--- src/rtl/mmu_tt_pkg.sv ---
package mmu_tt_pkg;

    localparam int ASI_W      = 8;
    localparam int N_MMU      = 2;
    localparam int N_BASE     = 4;
    localparam int N_CFG      = 2;
    localparam int BASE_IDX_W = $clog2(N_BASE);
    localparam int CFG_IDX_W  = $clog2(N_CFG);
    localparam logic [3:0] ASI_GROUP = 4'h3;

    // MMU select encoding carried by ASI bit 2
    localparam logic MMU_DATA  = 1'b0;
    localparam logic MMU_INSTR = 1'b1;

    typedef enum logic [1:0] {
        ACC_NONE = 2'd0,
        ACC_BASE = 2'd1,
        ACC_CFG  = 2'd2
    } acc_kind_e;

    typedef struct packed {
        acc_kind_e              kind;
        logic                   mmu_sel;
        logic [BASE_IDX_W-1:0]  base_idx;
        logic [CFG_IDX_W-1:0]   cfg_idx;
    } asi_dec_t;

endpackage

--- src/rtl/mmu_tt_asi_decode.sv ---
module mmu_tt_asi_decode
    import mmu_tt_pkg::*;
(
    input  logic [ASI_W-1:0] asi,
    output asi_dec_t         dec
);

    logic in_group;

    always_comb begin
        in_group     = (asi[7:4] == ASI_GROUP);
        dec.mmu_sel  = asi[2];
        dec.base_idx = {asi[3], asi[1]};
        dec.cfg_idx  = asi[3];
        dec.kind     = ACC_NONE;
        if (in_group) begin
            unique case (asi[1:0])
                2'b00:        dec.kind = ACC_NONE;
                2'b01, 2'b10: dec.kind = ACC_BASE;
                2'b11:        dec.kind = ACC_CFG;
                default:      dec.kind = ACC_NONE;
            endcase
        end
    end

endmodule

--- src/rtl/mmu_tt_reg_file.sv ---
module mmu_tt_reg_file #(
    parameter int DATA_W = 64,
    parameter int NB     = 4,
    parameter int NC     = 2
) (
    input  logic                     clk,
    input  logic                     rst_n,
    input  logic [NB-1:0]            base_we,
    input  logic [NC-1:0]            cfg_we,
    input  logic [DATA_W-1:0]        wr_data,
    output logic [NB-1:0][DATA_W-1:0] base_q,
    output logic [NC-1:0][DATA_W-1:0] cfg_q
);

    for (genvar b = 0; b < NB; b++) begin : g_base
        always_ff @(posedge clk or negedge rst_n) begin
            if (!rst_n)          base_q[b] <= '0;
            else if (base_we[b]) base_q[b] <= wr_data;
        end
    end

    for (genvar c = 0; c < NC; c++) begin : g_cfg
        always_ff @(posedge clk or negedge rst_n) begin
            if (!rst_n)         cfg_q[c] <= '0;
            else if (cfg_we[c]) cfg_q[c] <= wr_data;
        end
    end

endmodule

--- src/rtl/mmu_tt_cfg_bank.sv ---
module mmu_tt_cfg_bank
    import mmu_tt_pkg::*;
#(
    parameter int DATA_W = 64
) (
    input  logic                          clk,
    input  logic                          rst_n,
    input  logic                          wr_en,
    input  logic [7:0]                    wr_asi,
    input  logic [DATA_W-1:0]             wr_data,
    input  logic                          ext_mode_en,
    output logic                          trap_illegal,
    output logic [3:0][DATA_W-1:0]        dmmu_base,
    output logic [1:0][DATA_W-1:0]        dmmu_cfg,
    output logic [3:0][DATA_W-1:0]        immu_base,
    output logic [1:0][DATA_W-1:0]        immu_cfg
);

    asi_dec_t dec;
    logic     hit;
    logic     commit;

    logic [N_MMU-1:0][N_BASE-1:0]             base_we;
    logic [N_MMU-1:0][N_CFG-1:0]              cfg_we;
    logic [N_MMU-1:0][N_BASE-1:0][DATA_W-1:0] base_q;
    logic [N_MMU-1:0][N_CFG-1:0][DATA_W-1:0]  cfg_q;

    mmu_tt_asi_decode u_dec (
        .asi (wr_asi),
        .dec (dec)
    );

    always_comb begin
        hit          = wr_en && (dec.kind != ACC_NONE);
        commit       = hit && ext_mode_en;
        trap_illegal = hit && !ext_mode_en;
    end

    for (genvar m = 0; m < N_MMU; m++) begin : g_mmu
        always_comb begin
            base_we[m] = '0;
            cfg_we[m]  = '0;
            if (commit && (dec.mmu_sel == m[0])) begin
                unique case (dec.kind)
                    ACC_BASE: base_we[m][dec.base_idx] = 1'b1;
                    ACC_CFG:  cfg_we[m][dec.cfg_idx]   = 1'b1;
                    default:  ;
                endcase
            end
        end

        mmu_tt_reg_file #(
            .DATA_W (DATA_W),
            .NB     (N_BASE),
            .NC     (N_CFG)
        ) u_rf (
            .clk     (clk),
            .rst_n   (rst_n),
            .base_we (base_we[m]),
            .cfg_we  (cfg_we[m]),
            .wr_data (wr_data),
            .base_q  (base_q[m]),
            .cfg_q   (cfg_q[m])
        );
    end

    assign dmmu_base = base_q[MMU_DATA];
    assign dmmu_cfg  = cfg_q[MMU_DATA];
    assign immu_base = base_q[MMU_INSTR];
    assign immu_cfg  = cfg_q[MMU_INSTR];

endmodule

--- config.mk ---
export PLATFORM = sky130hd
export DESIGN_NAME = mmu_tt_cfg_bank
export DESIGN_NICKNAME = d
export VERILOG_FILES = /design/src/rtl/mmu_tt_pkg.sv /design/src/rtl/mmu_tt_asi_decode.sv /design/src/rtl/mmu_tt_reg_file.sv /design/src/rtl/mmu_tt_cfg_bank.sv
export SDC_FILE = /design/constraint.sdc
export NUM_CORES = 1
export LEC_CHECK = 0
export ABC_AREA = 1
export CAP_MARGIN = 20
export CORE_AREA = 2 2 331 333
export DETAILED_ROUTE_END_ITERATION = 7
export DIE_AREA = 0 0 333 335
export DONT_BUFFER_PORTS = 1
export GPL_TIMING_DRIVEN = 0
export PLACE_DENSITY = 0.45
export SYNTH_ARGS = -nofsm -noshare
export SYNTH_HDL_FRONTEND = slang
export SYNTH_SLANG_ARGS = --single-unit
--- constraint.sdc ---
create_clock -name clk -period 1.4 [get_ports clk]
set_input_delay 0 -clock clk [delete_from_list [all_inputs] [get_ports clk]]
set_output_delay 0 -clock clk [all_outputs]
set_load 0.05 [all_outputs]
==> run_results.csv <==
group,metric,value,unit
clock_tree,numCtsBuffers,93,
clock_tree,cts_hold_buffers,69,
cells_and_area,final_core_util,39.86,%
timing,hold_viol,458,
setup_path,worstPathCellList,"dlygate4sd3_1 > nand3_4 > nor2_8 > buf_6 > buf_2 > nand3_1 > nand2_1",
logic_synthesis,ys_seq_area_share,52.28,%
floorplanning,die_w,333,um
placed_design,place.gp.congestion,0.8422,
route,vias_per_cell,5.097,
setup_path,crit_type,"primary input to flip-flop",
route,wl_met2,81860,um
power,vdd_drop_max,781.5,uV
cells_and_area,layout_commonest_cell,"inv_1",
global_route,antenna_found_initial,18,
power,p_leak,19.78,nW
route,wl,173300,um
clock_tree,clock-sinks,768,
route,wl_met3,17370,um
floorplanning,coreArea,108100,sq um
placed_design,place_inst,5688,
floorplanning,dieHeight,335,um
route,drt_iter0_markers,2562,
global_route,grt_overflow,0,
cells_and_area,final_cells,5941,
timing,finalSetupViolations,0,
logic_synthesis,postSynthCellCount,4272,
logic_synthesis,yosys_warnings,0,
timing,fin_crit_sh,98.29,%
setup_path,cpPeakStageDelay,0.66,ns
route,vias,30280,
timing,worst_pin_slew,1.104,ns
logic_synthesis,ys_types,21,
route,dr.pass1.iters,6,
timing,max_freq,726.7,MHz
cells_and_area,areaGrowthSynthToFinish,17.21,%
global_route,grt_pass1_vias,29570,
timing,fin_skew,0,ns
route,avgRoutedWirePerCell,29.17,um
timing,slew_viol_final,0,
placed_design,dpl.hpwl,119800,um
route,post-route-drc-count,0,
clock_tree,cts_tree,"yes",
setup_path,cp_slowest_cell,"dlygate4sd3_1",
timing,period_needed,1.376,ns
clock_tree,clock_insertion_delay_worst_skew,0.66,ns
hold_path,worstHoldPathType,"primary input to async pin",
setup_path,cp-end-kind,"flip-flop",
floorplanning,rows,121,
floorplanning,io_pins,845,
cells_and_area,drive_gt1_share,17.21,%
setup_path,arrival,1.96,ns
placed_design,port-buffer-count,0,
cells_and_area,final_cell_mix,"774 x inv_1, 773 x nand3_1, 770 x nand2_1",
logic_synthesis,syn_avg_cell_area,8.605,sq um
timing,rsz0062_at_grt,"yes",
logic_synthesis,synth-seq-cells,768,
route,top_layer,"met5",
timing,hold_ws,-0.9718,ns
route,wl_met1,67840,um
outcome,status,"complete, but fails checks",
global_route,grt_pass1_wl,240600,um
setup_path,critPathLaunchType,"primary input",
setup_path,path_max_fanout,10,
power,power.density,1137,nW/um^2
logic_synthesis,synth_nets,4349,
floorplanning,fp.dieArea,111600,sq um
clock_tree,cts-root-buf,"clkbuf_16",
clock_tree,cts.htree.levels,3,
global_route,track_usage,30.38,%
timing,max-slew-margin-rel,26.42,%
global_route,grt_max_degree,769,
logic_synthesis,netlist_area,36760,sq um
floorplanning,start_util,34.01,%
job,cap_violations,0,
outcome,violations,"hold timing",
route,ant_nets,0,
clock_tree,cts_buffer_depth,3,
cells_and_area,nNetsFinal,4520,
clock_tree,clk_pin_slew,0.06,ns
setup_path,crit_required,1.98,ns
## what timing repair did
action / in CTS / in global routing
endpoints found under the hold margin: 1465 / 456
pin swaps: 1 / 0
endpoints found under the setup margin: 915 / 536
gates resized for setup: 375 / 108
buffers inserted: 1 / 0
## worst paths after layout
path | slack [ns] | to | from | cells after the start
max in group asynchronous | 0.12 | g_mmu[1].u_rf.base_q[245] | rst_n | 2
worst max register to register | 0.31 | g_mmu[1].u_rf.cfg_q[84] | g_mmu[1].u_rf.cfg_q[84] | 3
worst max-delay path | 0.02 | g_mmu[1].u_rf.cfg_q[70] | ext_mode_en | 7
worst min-delay path | -0.97 | g_mmu[1].u_rf.cfg_q[17] | rst_n | 0
min in group clk | -0.04 | g_mmu[0].u_rf.cfg_q[3] | wr_asi[3] | 4
worst min register to register | 0.78 | g_mmu[1].u_rf.base_q[52] | g_mmu[1].u_rf.base_q[52] | 3
## cell usage after synthesis, drive strengths merged
master,number,area [sq um]
nand4,2,18.77
clkbuf,154,578.1
ha,1,12.51
o21bai,768,5766
dfrtp,768,19220
buf,246,1370
nand2,771,2897
nor3,1,10.01
inv,780,2928
nor2,5,56.30
nand3,776,3906
## per-layer routing
metal  vias to the layer above  global-route usage [%]
met3                       234                   11.02
met4                         4                   10.43
li1                      13780                       -
met2                      1184                   49.58
met1                     15090                   37.00
met5                         -                       0
## where the power goes
group,total [mW],internal [mW],switching [mW]
registers,22.6,22.3,0.295
logic,1.67,0.310,1.36
clock network,24.8,14.4,10.3
total,49.0,37.0,12.0
## cell type report
| cell class | count | area [sq um] |
|---|---|---|
| repair buffers | 76 | 838.3 |
| inverters | 780 | 2928 |
| fillers | 11140 | 65010 |
| clock inverters | 16 | 145.1 |
| plain buffers | 400 | 2123 |
| well taps | 1414 | 1769 |
| multi-input cells | 2324 | 12670 |
| diodes | 7 | 17.52 |
| clock buffers | 156 | 2938 |
| flip-flops and latches | 768 | 19650 |
## state kept, by name, summed over array words and instances (netlist names)
| register | flops |
|---|---|
| g_mmu.u_rf.cfg_q | 256 |
| g_mmu.u_rf.base_q | 512 |
## through the flow
step	total power, mW	hold WS (ns)	cell area, sq um	setup WS (ns)	setup TNS (ns)
final	48.98	-0.9718	43090	0.02387	0
after global routing	50.25	-1.002	43070	-0.02062	-0.1515
after CTS	48.97	-1.013	42830	0.00004097	0
after detailed placement	23.93	-0.2727	38560	-1.146	-604.58
after global placement	23.93	-0.2711	38530	-1.713	-765.69
after floorplan	23.38	-0.2956	36760	-0.001781	-0.03557
## critical path: cells and delay by family
family	cells	cell delay, ns
buf+inv	3	1.31
simple gates	4	0.62
## logic make-up (layout without fill, tap and decap cells)
family	Yosys count	in the layout	synth area share, %
flops	768	768	52.28
other cells	0	7	0
buf+inv	1180	1428	13.26
compound gates	768	768	15.68
fa+ha+maj	1	1	0.03403
simple gates	1555	1555	18.74
No activity file was read; power rests on OpenSTA's default activity.
